**src/rtl/smon_pkg.sv**
```systemverilog
package smon_pkg;

   typedef enum logic [1:0] {
      SM_ISOLATED = 2'd0,
      SM_FULL     = 2'd1,
      SM_GUARD    = 2'd2,
      SM_BACKUP   = 2'd3
   } smon_state_e;

   typedef struct packed {
      logic access_en;
      logic write_inhibit;
      logic dq_tristate;
      logic backup_sel;
   } smon_ctl_t;

endpackage

```
**src/rtl/smon_classify.sv**
```systemverilog
module smon_classify
   import smon_pkg::*;
#(
   parameter int SAMPLE_W = 13,
   parameter int HYST_W   = 8,
   parameter int FULL_MV  = 4500,
   parameter int TRIP_MV  = 4250,
   parameter int BATT_MV  = 3000
) (
   input  smon_state_e          state,
   input  logic [SAMPLE_W-1:0]  sample_mv,
   input  logic [HYST_W-1:0]    hyst_mv,
   output smon_state_e          target,
   output logic                 trip_now
);
   localparam int CW = SAMPLE_W + 1;
   localparam logic [CW-1:0] FULL_C = CW'(FULL_MV);
   localparam logic [CW-1:0] TRIP_C = CW'(TRIP_MV);
   localparam logic [CW-1:0] BATT_C = CW'(BATT_MV);

   logic [CW-1:0] s_ext;
   logic [CW-1:0] h_ext;
   logic [CW-1:0] full_rise_thr;
   logic [CW-1:0] batt_fall_thr;
   logic [CW-1:0] batt_rise_thr;
   logic          above_full;
   logic          below_batt;

   assign s_ext         = {1'b0, sample_mv};
   assign h_ext         = CW'(hyst_mv);
   assign full_rise_thr = FULL_C + h_ext;
   assign batt_fall_thr = BATT_C - h_ext;
   assign batt_rise_thr = BATT_C + h_ext;

   assign trip_now   = (state == SM_FULL) && (s_ext <= TRIP_C);
   assign above_full = (state == SM_FULL) ? (s_ext > TRIP_C) : (s_ext > full_rise_thr);
   assign below_batt = (state == SM_BACKUP) ? (s_ext <= batt_rise_thr) : (s_ext < batt_fall_thr);

   always_comb begin
      if (above_full)                 target = SM_FULL;
      else if (state == SM_ISOLATED)  target = SM_ISOLATED;
      else if (below_batt)            target = SM_BACKUP;
      else                            target = SM_GUARD;
   end

endmodule

```
**src/rtl/smon_track.sv**
```systemverilog
module smon_track
   import smon_pkg::*;
#(
   parameter int QUAL_N = 4
) (
   input  logic        clk,
   input  logic        rst_n,
   input  logic        sample_valid,
   input  smon_state_e target,
   input  logic        trip_now,
   output smon_state_e state
);
   generate
      if (QUAL_N == 1) begin : g_direct
         always_ff @(posedge clk or negedge rst_n) begin
            if (!rst_n)            state <= SM_ISOLATED;
            else if (sample_valid) state <= trip_now ? SM_GUARD : target;
         end
      end else begin : g_counted
         localparam int CNT_W = $clog2(QUAL_N + 1);
         localparam logic [CNT_W-1:0] LIMIT = CNT_W'(QUAL_N);

         logic [CNT_W-1:0] run_cnt;
         logic [CNT_W-1:0] run_nxt;
         smon_state_e      pend;

         assign run_nxt = (run_cnt != '0 && target == pend) ? run_cnt + 1'b1 : CNT_W'(1);

         always_ff @(posedge clk or negedge rst_n) begin
            if (!rst_n) begin
               state   <= SM_ISOLATED;
               pend    <= SM_ISOLATED;
               run_cnt <= '0;
            end else if (sample_valid) begin
               if (trip_now) begin
                  state   <= SM_GUARD;
                  run_cnt <= '0;
               end else if (target == state) begin
                  run_cnt <= '0;
               end else if (run_nxt == LIMIT) begin
                  state   <= target;
                  run_cnt <= '0;
               end else begin
                  pend    <= target;
                  run_cnt <= run_nxt;
               end
            end
         end
      end
   endgenerate

endmodule

```
**src/rtl/smon_ctl_map.sv**
```systemverilog
module smon_ctl_map
   import smon_pkg::*;
(
   input  smon_state_e state,
   output smon_ctl_t   ctl
);
   always_comb begin
      ctl = '{access_en: 1'b0, write_inhibit: 1'b1, dq_tristate: 1'b1, backup_sel: 1'b0};
      case (state)
         SM_FULL:   ctl = '{access_en: 1'b1, write_inhibit: 1'b0, dq_tristate: 1'b0, backup_sel: 1'b0};
         SM_BACKUP: ctl.backup_sel = 1'b1;
         default:   ;
      endcase
   end
endmodule

```
**src/rtl/smon_wp_seq.sv**
```systemverilog
module smon_wp_seq
   import smon_pkg::*;
#(
   parameter int SAMPLE_W = 13,
   parameter int HYST_W   = 8,
   parameter int FULL_MV  = 4500,
   parameter int TRIP_MV  = 4250,
   parameter int BATT_MV  = 3000,
   parameter int QUAL_N   = 4
) (
   input  logic                clk,
   input  logic                rst_n,
   input  logic                sample_valid,
   input  logic [SAMPLE_W-1:0] sample_mv,
   input  logic [HYST_W-1:0]   hyst_mv,
   input  logic                wr_req,
   input  logic                rd_req,
   output logic                access_en,
   output logic                write_inhibit,
   output logic                dq_tristate,
   output logic                backup_sel,
   output logic                wr_go,
   output logic                rd_go
);
   localparam int HYST_MAX = (1 << HYST_W) - 1;

   generate
      if (QUAL_N < 1) begin : g_bad_qual
         $error("QUAL_N must be at least 1");
      end
      if (TRIP_MV >= FULL_MV) begin : g_bad_trip
         $error("TRIP_MV must lie below FULL_MV");
      end
      if (BATT_MV + HYST_MAX >= TRIP_MV) begin : g_bad_batt
         $error("battery band must stay below TRIP_MV");
      end
      if (BATT_MV <= HYST_MAX) begin : g_bad_floor
         $error("BATT_MV must exceed the largest hysteresis");
      end
      if (FULL_MV + HYST_MAX >= (1 << SAMPLE_W)) begin : g_bad_width
         $error("SAMPLE_W too narrow for FULL_MV plus hysteresis");
      end
   endgenerate

   smon_state_e state;
   smon_state_e target;
   logic        trip_now;
   smon_ctl_t   ctl;

   smon_classify #(
      .SAMPLE_W(SAMPLE_W), .HYST_W(HYST_W),
      .FULL_MV(FULL_MV), .TRIP_MV(TRIP_MV), .BATT_MV(BATT_MV)
   ) u_classify (
      .state(state), .sample_mv(sample_mv), .hyst_mv(hyst_mv),
      .target(target), .trip_now(trip_now)
   );

   smon_track #(.QUAL_N(QUAL_N)) u_track (
      .clk(clk), .rst_n(rst_n), .sample_valid(sample_valid),
      .target(target), .trip_now(trip_now), .state(state)
   );

   smon_ctl_map u_map (.state(state), .ctl(ctl));

   assign access_en     = ctl.access_en;
   assign write_inhibit = ctl.write_inhibit;
   assign dq_tristate   = ctl.dq_tristate;
   assign backup_sel    = ctl.backup_sel;
   assign wr_go         = wr_req & ctl.access_en;
   assign rd_go         = rd_req & ctl.access_en;

endmodule

```
**config.mk**
```make
export PLATFORM = sky130hd
export DESIGN_NAME = smon_wp_seq
export DESIGN_NICKNAME = d
export VERILOG_FILES = /design/src/rtl/smon_pkg.sv /design/src/rtl/smon_classify.sv /design/src/rtl/smon_track.sv /design/src/rtl/smon_ctl_map.sv /design/src/rtl/smon_wp_seq.sv
export SDC_FILE = /design/constraint.sdc
export NUM_CORES = 1
export LEC_CHECK = 0
export BUFFER_PORTS_ARGS = -buffer_cell sky130_fd_sc_hd__buf_2
export CORE_MARGIN = 2
export CORE_UTILIZATION = 60
export DETAILED_ROUTE_END_ITERATION = 8
export HOLD_SLACK_MARGIN = 0.08
export PLACE_DENSITY = 0.95
export SYNTH_ARGS = -nofsm -noshare
export SYNTH_HDL_FRONTEND = slang
export SYNTH_SLANG_ARGS = --single-unit
```
**constraint.sdc**
```tcl
create_clock -name clk -period 5.2 [get_ports clk]
set_input_delay 0.52 -clock clk [delete_from_list [all_inputs] [get_ports clk]]
set_output_delay 0.52 -clock clk [all_outputs]
set_load 0.05 [all_outputs]
```
# Yosys cells after proc, flatten, opt, wreduce, memory -nomap -nowiden
# Cells that the tools add are included.
classes:
  magnitude_cmp: 5
  eq_ne: 6
  bitwise: 5
  div: 0
  multipliers: 0
  n_mux: 14
  shifts: 0
  add_sub_neg: 4
  reduce_logical: 7
ops:
  columns: ["operator", "count"]
  rows:
  - ["$mux 3", 5]
  - ["$add 13x8->14 const A", 1]
  - ["$gt 13x14->1", 1]
  - ["$le 13x14->1", 1]
  - ["$lt 13x14->1", 1]
  - ["$add 12x8->13 const A", 1]
  - ["$gt 13x13->1 const B", 1]
  - ["$le 13x13->1 const B", 1]
  - ["$sub 12x8->13 const A", 1]
  - ["$mux 2", 5]
  - ["$eq 2x2->1", 2]
  - ["$mux 1", 4]
  - ["$reduce_and 4->1", 1]
  - ["$add 3x1->3 const B", 1]
  - ["$eq 3x3->1 const B", 1]
  - ["$not 1->1", 3]
  - ["$reduce_and 3->1", 1]
  - ["$reduce_bool 3->1", 1]
  - ["$and 1x1->1", 2]
  - ["$eq 2x1->1 const B", 1]
  - ["$eq 2x2->1 const B", 1]
  - ["$logic_and 1x1->1", 2]
  - ["$logic_not 2->1", 1]
  - ["$ne 2x2->1 const B", 1]
  - ["$reduce_bool 2->1", 1]
word_totals:
  mem_bits_ro: 0
  reg_bits: 7
  input_bits: 26
  latch_bits: 0
  n_memories: 0
  elab_cells: 44
  out_inout_bits: 6
  mem_bits_rw: 0

# Depth between registers and ports, before layout
depth:
  depth_word: 13
  depth_mapped: 14
  depth_no_buf: 14

# By module
# Synthesis repeated with hierarchy kept, for this count alone.
hier_totals:
  cells_unflattened: 184
  area_unflattened_um2: 1531.5
by_module_without_submodules:
  columns: ["mod", "area_each_um2", "cells_per_inst", "seq_area_each_um2", "instances"]
  rows:
  - ["smon_classify", 1054.8, 138, 0.0, 1]
  - ["smon_track", 434.2, 40, 175.2, 1]
  - ["smon_ctl_map", 30.0, 4, 0.0, 1]
  - ["smon_wp_seq", 12.5, 2, 0.0, 1]

# Least setup slack after synthesis
# No wires, ideal clock.
synth_timing:
  path_kind: "input -> register"
  from: "in hyst_mv[6]"
  to: "reg u_track.state[0]"
  required_ns: 5.074
  setup_ns: 0.126
  path_stages: 13
  slack_ns: 1.549
  arrival_ns: 3.524
  path_buffers: 1
  cell_sequence: "clkbuf_1 -> nand2_1 -> nor2_1 -> nor2_1 -> ha_1 -> nand4bb_1 -> or4_4 -> o311ai_2 -> a31oi_1 -> xnor2_1 -> or4_4 -> or2_0 -> a311o_1"
synth_via:
  elab_chain_cells: 12
  word_cells_on_any_way: 22
  classes_between: "3 x add/sub; 3 x order compare; 4 x eq/ne; 9 x mux; 3 x reduce/logical"
synth_lines:
  columns: ["element", "line", "text"]
  rows:
  - ["start: declaration", "smon_wp_seq.sv:15", "input logic [HYST_W-1:0] hyst_mv,"]
  - ["$sub 12x8->13 or $add 12x8->13 (tied branches)", "smon_classify.sv:32, smon_classify.sv:33", null]
  - ["$lt 13x14->1 or $le 13x14->1 (tied branches)", "smon_classify.sv:37", "assign below_batt = (state == SM_BACKUP) ? (s_ext <= batt_rise_thr) : (s_ext < batt_fall_thr);"]
  - ["$mux 1", "smon_classify.sv:37", null]
  - ["$mux 1", "smon_classify.sv:42", "else if (below_batt) target = SM_BACKUP;"]
  - ["$mux 2", "smon_classify.sv:41", "else if (state == SM_ISOLATED) target = SM_ISOLATED;"]
  - ["$mux 2 (*)", "smon_classify.sv:40", "if (above_full) target = SM_FULL;"]
  - ["$eq 2x2->1", "smon_track.sv:27", "assign run_nxt = (run_cnt != '0 && target == pend) ? run_cnt + 1'b1 : CNT_W'(1);"]
  - ["$logic_and 1x1->1", "smon_track.sv:27", null]
  - ["$mux 3", "smon_track.sv:27", null]
  - ["$eq 3x3->1", "smon_track.sv:40", "end else if (run_nxt == LIMIT) begin"]
  - ["$reduce_bool 2->1 (no line)", null, null]
  - ["$reduce_and 3->1 (no line)", null, null]
  - ["end signal: assignment", "smon_track.sv:41", "state <= target;"]
  - ["end: declaration", "smon_track.sv:11", "output smon_state_e state"]
# Mark *: on every way between the ends. The rest lies on a longest branch, timed or not. The select of a mux whose other input is x is not followed.
# A chain may end at the register's enable or synchronous reset.

# Worst setup path in the final report
layout_timing:
  from: "in hyst_mv[4]"
  to: "reg u_track.state[0]"
# The elaborated chain is that of the path after synthesis.

==> results.txt <==
----------------------------------------------------
[Run status]
  Run status ... finished, final reports clean

[Clock tree]
  Clock Tree Root ... clkbuf_4
  Post-CTS setup buffer count ... 0
  Number of H-tree levels ... 1
  Post-cts resize count ... 0
  Number of buffers on the longest clock path ... 2
  CTS tree ... done
  TritonCTS Buffers ... 3
  Cts-stage hold buffer count ... 0
  Clock sinks ... 7
  Latest clock arrival within the worst-skew pair ... 0.26 ns
  Clk pin slew, worst setup/hold paths ... 0.05 ns

[Cells and area]
  Share of cells above drive strength 1 ... 0.195
  Area taken by flip-flops and latches ... ~180 um^2
  Area of the multi-input gates ... 1280 um^2
  Diodes inserted ... 0
  Commonest cells after routing, fill and taps aside ... 36 x ha_1, 31 x buf_2, 18 x inv_1
  Most frequent standard cell in the layout excluding fill and tap cells ... ha_1
  Final core utilization ... 0.710
  Filler instances ... 183
  Area growth, synth to finish ... 13.0%
  Count of nets after finishing ... 284

[Routing]
  Routed length per instance ... 14.3 um
  Via count ... roughly 1,500
  Violation count after the first detailed-routing iteration ... between 40 and 50
  Ratio of routed vias to standard cells ... 5.94
  Post-route DRC violation count ... 0
  Number of detailed-route iterations in the first pass ... 4
  Routed Wire Length ... 3590 um
  Number of routed nets with antenna violations ... 0

[Worst setup path]
  Worst r2r dst ... u_track.state[0]$_DFFE_PN0P_
  Highest fanout seen on the critical path ... 9
  Slack of the worst reg-to-reg path ... 2.42 ns
  Data required time at the worst endpoint ... about 5.3 ns
  Family of cells with the greatest summed delay on the critical path ... simple AND/OR/NAND/NOR gates
  Sort of element at the end of the critical path ... flip-flop
  Critical setup path kind ... in2reg
  Worst path buffer plus inverter count ... 2
  Slowest cell delay on critical path ... 0.55 ns
  Worst reg2reg path depth ... 9
  Reg2reg start ... u_track.state[1]$_DFFE_PN0P_
  Nature of the critical path startpoint ... input port
  Master of the slowest instance on the critical path ... or4_4
  Cell Chain, Critical Path ... buf_2, inv_1, ha_1, a21oi_1, nor2_1, xor2_1, ha_1, nand3_1, or4_4, o311ai_2, a31oi_1, xnor2_1, or4_4, or2_0, a311o_1
  Arr. time, crit path ... 3.97 ns

[Yosys]
  Synth async-reset ratio ... 1.00
  Post-synthesis average cell area ... ~8.1 um^2
  Library cells used by synthesis ... 50
  Cell count after synthesis ... 190
  Cell Area, Synth ... 1540 um^2
  Cell types with the largest area share after synthesis ... ha_1 29%, dfrtp_1 11%, xnor2_1 6.2%
  Biggest area consumer among synthesized cells ... ha_1
  Register bit total from synthesis ... 7
  Count of yosys warnings during synthesis ... 0
  Most frequently used flop master after synthesis ... dfrtp_1
  Net count after synthesis ... 252
  Share of the synthesized area in the top cell type ... 0.292
  Number of enable-type register cells in the synthesized netlist ... 0
  Fraction of the yosys area taken by sequential cells ... 0.113

[Timing]
  Hold violation total from the final report ... 0
  Total negative slack ... 0 ns
  Period utilisation layout ... 0.737
  Final setup viols ... 0
  Final max-slew violation count ... 0
  Measured slew at the worst slew-check pin ... about 0.53 ns
  RSZ-0062 raised after global routing ... false
  Worst Hold Margin ... around 0.085 ns
  Tmin final ... 3.83 ns
  Worst Setup Slack, final ... 1.37 ns
  Fmax ... 0.261 GHz
  Max-Slew Margin vs Limit ... 0.641
  Post-route clock skew ... 0.00774 ns

[Pwr]
  Sw frac ... 0.506
  Pleak ... between 0.8 and 0.9 nW
  Worst vdd rail ir drop ... between 0.15 and 0.2 mV
  Sequential Power Share ... 0.215
  Cell internal power dissipation ... 0.000198 W
  Sw power ... ~0.0002 W
  Logic pwr share ... 0.660
  Clk pwr share ... 0.124
  Pwr Density ... about 230 nW/um^2

[Global routing]
  Largest net degree at the start of global routing ... 10
  Wire length of the first global-routing pass ... around 6000 um
  Via count of the first global-routing pass ... 1,402
  Number of antenna violations at the first check in global routing ... 0
  Global route total overflow ... 0
  Global-route usage over all layers ... 0.270

[Min path]
  Worst min-delay path class ... in2async

[Job]
  Number of max-cap violations ... 0

[Floorplan]
  Die W ... roughly 55 um
  Placeable core area ... 2450 um^2
  Floorplan die height ... 54.7 um
  IO Count ... 32
  Die Area ... between 2000 and 3000 um^2
  Initial Util ... 0.629
  Placement row count ... 18

[Placed design]
  I/O Buffers ... 31
  Pre-CTS setup slack ... about 1.1 ns
  HPWL Detailed ... 3050 um
  Placer's final routability congestion estimate ... 0.887

----------------------------------------------------
[cell type report]
type	instances	share of cell area
repair buffers	31	0.0890
flip-flops and latches	7	0.100
inverters	18	0.0387
well taps	30	0.0215
clock buffers	4	0.0151
multi-input cells	161	0.735
[worst max path at each step]
stage | end | depth (start not counted) | from
final | u_track.state[0]$_DFFE_PN0P_ | 15 | hyst_mv[4]
after global routing | u_track.state[0]$_DFFE_PN0P_ | 15 | hyst_mv[4]
after CTS | u_track.state[0]$_DFFE_PN0P_ | 15 | hyst_mv[4]
after detailed placement | u_track.state[0]$_DFFE_PN0P_ | 15 | hyst_mv[4]
after global placement | u_track.state[0]$_DFFE_PN0P_ | 15 | hyst_mv[4]
after floorplan | u_track.state[0]$_DFFE_PN0P_ | 13 | hyst_mv[6]
[cells by family (layout without fill, tap and decap cells)]
group / count (synthesis) / count (layout) / share of synthesized area
adders and majority gates: 36 / 36 / 0.292
xor gates and xnor gates: 16 / 16 / 0.0908
muxes: 1 / 1 / 0.00648
DFF: 7 / 7 / 0.113
AOI/OAI and AO/OA: 47 / 47 / 0.208
buffers and inverters: 22 / 53 / 0.0559
and+or+nand+nor: 61 / 61 / 0.233
[synthesized netlist by cell type, types with 2 or more instances]
cell	count
ha_1	36
inv_1	18
a21oi_1	15
nand2_1	14
xnor2_1	11
nor2_1	8
o21ai_0	8
dfrtp_1	7
nor4_1	5
xor2_1	5
nand3_1	4
a22o_1	3
and2_1	3
clkbuf_1	3
nand2b_1	3
nor3_1	3
nor3b_1	3
a31oi_1	2
and3_1	2
nand4_1	2
nand4b_1	2
nor2b_1	2
o21bai_1	2
or3_1	2
or4_4	2
[registers in the layout, indices dropped and copies added (netlist names)]
signal	count
u_track.g_counted.run_cnt	3
u_track.state	2
u_track.g_counted.pend	2
[stage by stage]
step                total power (W)  instances  area [um^2]
floorplan                  0.000283        190         1540
global placement           0.000336        247         1720
detailed placement         0.000347        247         1720
CTS                        0.000398        251         1740
global route               0.000434        251         1740
finish                     0.000400        251         1740
[metal layers]
metal	up-vias	wire length [um]	GRT usage
met5	-	0	0
met4	0	82	0.0875
met3	11	232	0.0683
met2	57	1680	0.448
met1	661	1590	0.338
li1	761	-	-
[worst reg2reg max path, delay by kind of cell (launching register included)]
kind | cells | cell delay (ns)
buf+inv | 1 | 0.12
simple gates | 4 | 1.32
compound gates | 3 | 0.57
xor+xnor | 1 | 0.19
flops | 1 | 0.46
[power by group through the flow]
stage / logic [W] / registers [W] / clock network, W
detailed placement: 0.000261 / 0.0000852 / 0
global placement: 0.000252 / 0.0000843 / 0
global route: 0.000291 / 0.0000881 / 0.0000550
finish: 0.000264 / 0.0000861 / 0.0000498
floorplan: 0.000202 / 0.0000811 / 0
CTS: 0.000262 / 0.0000850 / 0.0000512
No activity file was read; power rests on OpenSTA's default activity.
